`src/rtl/led_ctrl_pkg.sv`:
```
package led_ctrl_pkg;
  localparam int LED_NUM = 3;
  localparam int MODE_W  = 2;
  localparam int ON_W    = 8;
  localparam int OFF_W   = 8;
  localparam int SLOW_W  = 6;
  localparam int CFG_W   = 32;

  typedef enum logic [MODE_W-1:0] {
    LED_OFF  = 2'd0,
    LED_ACT  = 2'd1,
    LED_SLOW = 2'd2,
    LED_ON   = 2'd3
  } mode_e;

  // bit layout is fixed by software view
  typedef struct packed {
    logic                             rsvd_hi;
    logic                             pol;
    logic [LED_NUM-1:0][MODE_W-1:0]   mode;
    logic [1:0]                       rsvd_mid;
    logic [SLOW_W-1:0]                slow_ms;
    logic [OFF_W-1:0]                 off_ms;
    logic [ON_W-1:0]                  on_ms;
  } cfg_t;
endpackage

```
`src/rtl/led_ms_tick.sv`:
```
module led_ms_tick #(
  parameter int CLKS_PER_MS = 50000
) (
  input  logic clk_i,
  input  logic rst_ni,
  input  logic clear_i,
  output logic tick_o
);
  localparam int CNT_W = (CLKS_PER_MS > 1) ? $clog2(CLKS_PER_MS) : 1;
  localparam logic [CNT_W-1:0] LAST = CNT_W'(CLKS_PER_MS - 1);

  logic [CNT_W-1:0] cnt_q;

  assign tick_o = (cnt_q == LAST) && !clear_i;

  always_ff @(posedge clk_i or negedge rst_ni) begin
    if (!rst_ni)           cnt_q <= '0;
    else if (clear_i)      cnt_q <= '0;
    else if (cnt_q == LAST) cnt_q <= '0;
    else                   cnt_q <= cnt_q + 1'b1;
  end
endmodule

```
`src/rtl/led_act_blink.sv`:
```
module led_act_blink
  import led_ctrl_pkg::*;
(
  input  logic             clk_i,
  input  logic             rst_ni,
  input  logic             clear_i,
  input  logic             en_i,
  input  logic             tick_i,
  input  logic             act_i,
  input  logic [ON_W-1:0]  on_ms_i,
  input  logic [OFF_W-1:0] off_ms_i,
  output logic             lit_o
);
  localparam int CW = (ON_W > OFF_W) ? ON_W : OFF_W;

  typedef enum logic [1:0] {ST_IDLE, ST_LIT, ST_DARK} st_e;

  st_e          st_q;
  logic [CW-1:0] cnt_q;
  logic         pend_q;
  logic [CW:0]  cnt_nxt;
  logic         on_done, off_done;

  assign cnt_nxt  = {1'b0, cnt_q} + 1'b1;
  // a zero length ends on the first tick
  assign on_done  = cnt_nxt >= (CW+1)'(on_ms_i);
  assign off_done = cnt_nxt >= (CW+1)'(off_ms_i);

  always_ff @(posedge clk_i or negedge rst_ni) begin
    if (!rst_ni) begin
      st_q <= ST_IDLE; cnt_q <= '0; pend_q <= 1'b0;
    end else if (clear_i || !en_i) begin
      st_q <= ST_IDLE; cnt_q <= '0; pend_q <= 1'b0;
    end else begin
      unique case (st_q)
        ST_IDLE: if (act_i) begin
          st_q <= ST_LIT; cnt_q <= '0; pend_q <= 1'b0;
        end
        ST_LIT: begin
          pend_q <= pend_q | act_i;
          if (tick_i) begin
            if (on_done) begin st_q <= ST_DARK; cnt_q <= '0; end
            else cnt_q <= cnt_nxt[CW-1:0];
          end
        end
        ST_DARK: begin
          pend_q <= pend_q | act_i;
          if (tick_i) begin
            if (off_done) begin
              cnt_q  <= '0;
              pend_q <= 1'b0;
              st_q   <= (pend_q || act_i) ? ST_LIT : ST_IDLE;
            end else cnt_q <= cnt_nxt[CW-1:0];
          end
        end
        default: st_q <= ST_IDLE;
      endcase
    end
  end

  assign lit_o = (st_q == ST_LIT);
endmodule

```
`src/rtl/led_slow_blink.sv`:
```
module led_slow_blink
  import led_ctrl_pkg::*;
(
  input  logic              clk_i,
  input  logic              rst_ni,
  input  logic              clear_i,
  input  logic              en_i,
  input  logic              tick_i,
  input  logic [SLOW_W-1:0] slow_ms_i,
  output logic              lit_o
);
  logic [SLOW_W-1:0] cnt_q;
  logic              lit_q;
  logic [SLOW_W:0]   cnt_nxt;

  assign cnt_nxt = {1'b0, cnt_q} + 1'b1;

  always_ff @(posedge clk_i or negedge rst_ni) begin
    if (!rst_ni) begin
      cnt_q <= '0; lit_q <= 1'b0;
    end else if (clear_i || !en_i || (slow_ms_i == '0)) begin
      cnt_q <= '0; lit_q <= 1'b0;
    end else if (tick_i) begin
      if (cnt_nxt >= (SLOW_W+1)'(slow_ms_i)) begin
        cnt_q <= '0; lit_q <= ~lit_q;
      end else begin
        cnt_q <= cnt_nxt[SLOW_W-1:0];
      end
    end
  end

  assign lit_o = lit_q;
endmodule

```
`src/rtl/led_chan.sv`:
```
module led_chan
  import led_ctrl_pkg::*;
(
  input  logic              clk_i,
  input  logic              rst_ni,
  input  logic              clear_i,
  input  logic              tick_i,
  input  logic              act_i,
  input  logic [MODE_W-1:0] mode_i,
  input  logic              pol_i,
  input  logic [ON_W-1:0]   on_ms_i,
  input  logic [OFF_W-1:0]  off_ms_i,
  input  logic [SLOW_W-1:0] slow_ms_i,
  output logic              lit_o,
  output logic              led_o
);
  logic act_lit, slow_lit;

  led_act_blink u_act (
    .clk_i, .rst_ni, .clear_i,
    .en_i     (mode_i == LED_ACT),
    .tick_i, .act_i, .on_ms_i, .off_ms_i,
    .lit_o    (act_lit)
  );

  led_slow_blink u_slow (
    .clk_i, .rst_ni, .clear_i,
    .en_i     (mode_i == LED_SLOW),
    .tick_i, .slow_ms_i,
    .lit_o    (slow_lit)
  );

  always_comb begin
    unique case (mode_i)
      LED_ACT:  lit_o = act_lit;
      LED_SLOW: lit_o = slow_lit;
      LED_ON:   lit_o = 1'b1;
      default:  lit_o = 1'b0;
    endcase
  end

  // pol=1: lit drives high
  assign led_o = pol_i ? lit_o : ~lit_o;
endmodule

```
`src/rtl/led_status_ctrl.sv`:
```
module led_status_ctrl
  import led_ctrl_pkg::*;
#(
  parameter int CLKS_PER_MS = 50000
) (
  input  logic               clk_i,
  input  logic               rst_ni,
  input  logic               cfg_we_i,
  input  logic [CFG_W-1:0]   cfg_wdata_i,
  input  logic               tx_act_i,
  output logic [LED_NUM-1:0] led_o
);
  cfg_t               cfg_q;
  logic               ms_tick;
  logic [LED_NUM-1:0] lit;
  logic               unused_rsvd;

  always_ff @(posedge clk_i or negedge rst_ni) begin
    if (!rst_ni)       cfg_q <= '0;
    else if (cfg_we_i) cfg_q <= cfg_t'(cfg_wdata_i);
  end

  assign unused_rsvd = ^{cfg_q.rsvd_hi, cfg_q.rsvd_mid};

  led_ms_tick #(.CLKS_PER_MS(CLKS_PER_MS)) u_tick (
    .clk_i, .rst_ni,
    .clear_i (cfg_we_i),
    .tick_o  (ms_tick)
  );

  for (genvar g = 0; g < LED_NUM; g++) begin : g_chan
    led_chan u_chan (
      .clk_i, .rst_ni,
      .clear_i   (cfg_we_i),
      .tick_i    (ms_tick),
      .act_i     (tx_act_i),
      .mode_i    (cfg_q.mode[g]),
      .pol_i     (cfg_q.pol),
      .on_ms_i   (cfg_q.on_ms),
      .off_ms_i  (cfg_q.off_ms),
      .slow_ms_i (cfg_q.slow_ms),
      .lit_o     (lit[g]),
      .led_o     (led_o[g])
    );
  end
endmodule

```
`config.mk`:
```
export PLATFORM = sky130hd
export DESIGN_NAME = led_status_ctrl
export DESIGN_NICKNAME = d
export VERILOG_FILES = /design/src/rtl/led_ctrl_pkg.sv /design/src/rtl/led_ms_tick.sv /design/src/rtl/led_act_blink.sv /design/src/rtl/led_slow_blink.sv /design/src/rtl/led_chan.sv /design/src/rtl/led_status_ctrl.sv
export SDC_FILE = /design/constraint.sdc
export NUM_CORES = 1
export LEC_CHECK = 0
export CAP_MARGIN = 10
export CELL_PAD_IN_SITES_DETAIL_PLACEMENT = 1
export CELL_PAD_IN_SITES_GLOBAL_PLACEMENT = 1
export CORE_ASPECT_RATIO = 0.5
export CORE_MARGIN = 3
export CORE_UTILIZATION = 44
export CTS_BUF_LIST = sky130_fd_sc_hd__clkbuf_4
export DETAILED_ROUTE_END_ITERATION = 8
export HOLD_SLACK_MARGIN = 0.15
export PLACE_DENSITY = 0.82
export SETUP_SLACK_MARGIN = 0.1
export SYNTH_ARGS = -nofsm -noshare
export SYNTH_HDL_FRONTEND = slang
export SYNTH_SLANG_ARGS = --single-unit
```
`constraint.sdc`:
```
create_clock -name clk_i -period 3.1 [get_ports clk_i]
set_input_delay 0.62 -clock clk_i [delete_from_list [all_inputs] [get_ports clk_i]]
set_output_delay 0.62 -clock clk_i [all_outputs]
set_load 0.03 [all_outputs]
```
==> flow_summary.toml <==
[sta]
final.period_utilization_pct = 94.6
min_period_ns = 2.93
final-hold-violation-count = 0
setup-violations-final = 0
max_freq_mhz = 341
fin_setup_tns_ns = 0
tightestPinTransition_ns = 0.808
finClkSkew_ns = 0.0222
maxSlewHeadroom_pct = 45.9
rsz0062_at_grt = "no"
drv_slew = 0

[synth]
synth-main-ff-cell = "dfrtp_1"
ys_warn_count = 0
synth_area_leaders = "dfrtp_1, ha_1, nand2_1"
syn_nets = 862
synth_edf_count = 0
synth.avg_cell_area_um2 = 9.20
syn-instance-count = 738
yosysTopAreaCellShare_pct = 36.5
async_reset_ff_share_pct = 100
synth_area_leader_cell = "dfrtp_1"
yosys_register_bits = 99
synth_cell_types = 54
netlist_area_mm2 = 0.00679
ys_seq_area_share_pct = 36.5

[cells_and_area]
final_common_cell = "nand2_1"
nFillCells = 1699
postLayoutCellArea_mm2 = 0.00785
drive_gt1_share_pct = 13.9
fin_nets = 922
mostFrequentLayoutCells = "nand2_1, dfrtp_1, ha_1"
synthToLayoutAreaGrowth_pct = 15.6

[worst_setup_path]
max_stage_delay_ns = 0.40
start_kind = "flip-flop"
worstPathArrival_ns = 3.35
cp_max_fo = 8
cpMaxStageDelayCell = "dfrtp_1"
cp_cell_sequence = "buf_4 -> and3_1 -> nand3_1 -> and2_1 -> or2_2 -> ha_1 -> o21a_1 -> o21ai_0 -> a21oi_2 -> a21oi_4 -> nor3_2 -> mux2i_1"
cp.required_ns = 3.51
worstSetupPathType = "flip-flop to flip-flop"
endpoint_kind = "flip-flop"
rr_worst_depth = 12

[clock_network]
clk_pin_slew_worst_paths_ns = 0.18
htree_levels = 3
clock_path_buffers = 2
cts.sinks = 99
insertion_delay_ns = 0.49
cts_tree = "done"
numCtsBuffers = 9
clock-root-buffer = "clkbuf_4"

[drt]
wl_per_cell_um = 18.5
first_pass_iters = 4
route.detailed.drc = 0
drt_iter0_drc = 354
vias = 5813
ant_nets = 0
routed_via_density = 5.80
wirelength_um = 18600

[pwr]
p_per_area_mw_per_mm2 = 317
p_leak_nw = 3.69
peakVddDrop_uv = 160

[status]
status = "finished, final reports clean"

[global_routing]
grt_pass1_vias = 6105
grt_usage_pct = 21.5
grt_antenna_before_repair = 1
grt_pass1_wl_um = 29800
grt_max_degree = 44
grt_overflow = 0

[placed_design]
place_area_mm2 = 0.00745
gp_congestion = 0.824
portBuffers = 35
hpwl_um = 13300

[floorplanning]
design.die.area_mm2 = 0.0170
num_rows = 31
die_height_um = 93.8
dieWidth_um = 182
ios = 39
core_mm2 = 0.0148
start_util_pct = 45.9

[worst_hold_path]
hold_path.class = "flip-flop to flip-flop"
whs_path_depth = 1

[run]
cap_violations = 0
power by group:
group / switching (mW) / total [mW] / internal, mW / leakage [nW]
combinational: 0.261 / 0.434 / 0.172 / 2.30
sequential: 0.0314 / 1.36 / 1.33 / 1.32
clock: 0.508 / 0.689 / 0.181 / 0.0703
critical path, delay by kind of cell, from the launching register on:
kind / cells / cell delay [ns]
multiplexers: 1 / 0.23
adder cells (fa/ha/maj): 1 / 0.32
buffers and inverters: 1 / 0.16
AND/OR/NAND/NOR: 5 / 1.13
flip-flops: 1 / 0.40
AO/OA/AOI/OAI: 4 / 0.60
area by class of cell:
| type | instances | area [µm²] | share of cell area, % |
|---|---|---|---|
| Sequential cell | 99 | 2480 | 31.6 |
| Inverter | 43 | 161 | 2.06 |
| Antenna cell | 1 | 2.50 | 0.0319 |
| Timing Repair Buffer | 66 | 596 | 7.59 |
| Tap cell | 198 | 248 | 3.16 |
| Clock inverter | 7 | 61.3 | 0.781 |
| Clock buffer | 9 | 67.6 | 0.861 |
| Multi-Input combinational cell | 579 | 4230 | 53.9 |
timing repair:
item | 4_1_cts | 5_1_grt
setup endpoints to repair | 26 | 33
buffers inserted | 2 | 8
pin swaps | 1 | 15
hold endpoints to repair | 40 | 0
hold buffers | 1 | 0
gates resized for setup | 14 | 30
Yosys cell counts (all sizes together) (2+ instances only):
cell type,instances
nand3,24
nor4b,2
a21o,7
nand2b,14
buf,9
or2,16
and3,9
and2,5
o211ai,11
nor2,46
dfrtp,99
a211oi,8
or3,5
xnor2,26
a32o,10
o21a,8
a32oi,2
nor2b,12
a211o,2
mux2,11
o22ai,4
nand4,8
o2111ai,2
nor3,12
clkbuf,8
xor2,9
nand2,112
inv,43
ha,88
o21ai,52
mux2i,6
nand3b,3
a31oi,4
a21oi,36
a2111oi,4
and4,3
o221ai,12
metal layers:
layer | up-vias | routed length [µm] | track usage [%]
li1 | 2734 | - | -
met1 | 2942 | 8440 | 27.2
met2 | 102 | 9160 | 38.8
met3 | 35 | 618 | 3.63
met4 | 0 | 348 | 4.56
met5 | - | 0 | 0
through the flow:
stage                     hold WS, ns  worst slack [ns]  cells  utilization [%]  total power [mW]
after floorplan                 0.324             0.157    738                -              1.63
after global placement          0.441            0.0709    974             50.4              1.77
after detailed placement        0.450          -0.00420    974             50.4              1.80
after CTS                       0.473            0.0846    993             51.7              2.50
after global routing            0.496            0.0180   1002             53.1              2.62
final                           0.466             0.167   1002             53.1              2.49
cell families (layout without fill, tap and decap cells):
family	count (synthesis)	in the layout	share of synthesized area, %
flops	99	99	36.5
xor+xnor	35	35	4.52
other cells	0	1	0
fa+ha+maj	88	88	16.2
simple gates	275	275	19.9
mux	17	17	2.71
compound gates	164	164	16.5
buf+inv	60	125	3.67
final timing paths:
check,start,end,slack [ns]
worst max-delay path,g_chan[2].u_chan.u_act.cnt_q[0],g_chan[2].u_chan.u_act.st_q[0],0.17
worst min-delay path,u_tick.cnt_q[0],u_tick.cnt_q[0],0.47
worst max register to register,g_chan[2].u_chan.u_act.cnt_q[0],g_chan[2].u_chan.u_act.st_q[0],0.17
worst min register to register,u_tick.cnt_q[0],u_tick.cnt_q[0],0.47
max in group asynchronous,rst_ni,cfg_q[25],1.79
min in group asynchronous,rst_ni,g_chan[1].u_chan.u_act.cnt_q[3],0.65
sequential cells by signal (all words and copies together), names as in the netlist:
| register | count |
|---|---|
| g_chan.u_chan.u_act.st_q | 6 |
| g_chan.u_chan.u_slow.cnt_q | 18 |
| cfg_q | 29 |
| g_chan.u_chan.u_act.cnt_q | 24 |
| u_tick.cnt_q | 16 |
| g_chan.u_chan.u_slow.lit_o | 3 |
| g_chan.u_chan.u_act.pend_q | 3 |
Note: power is estimated with default switching activity, not from simulation.
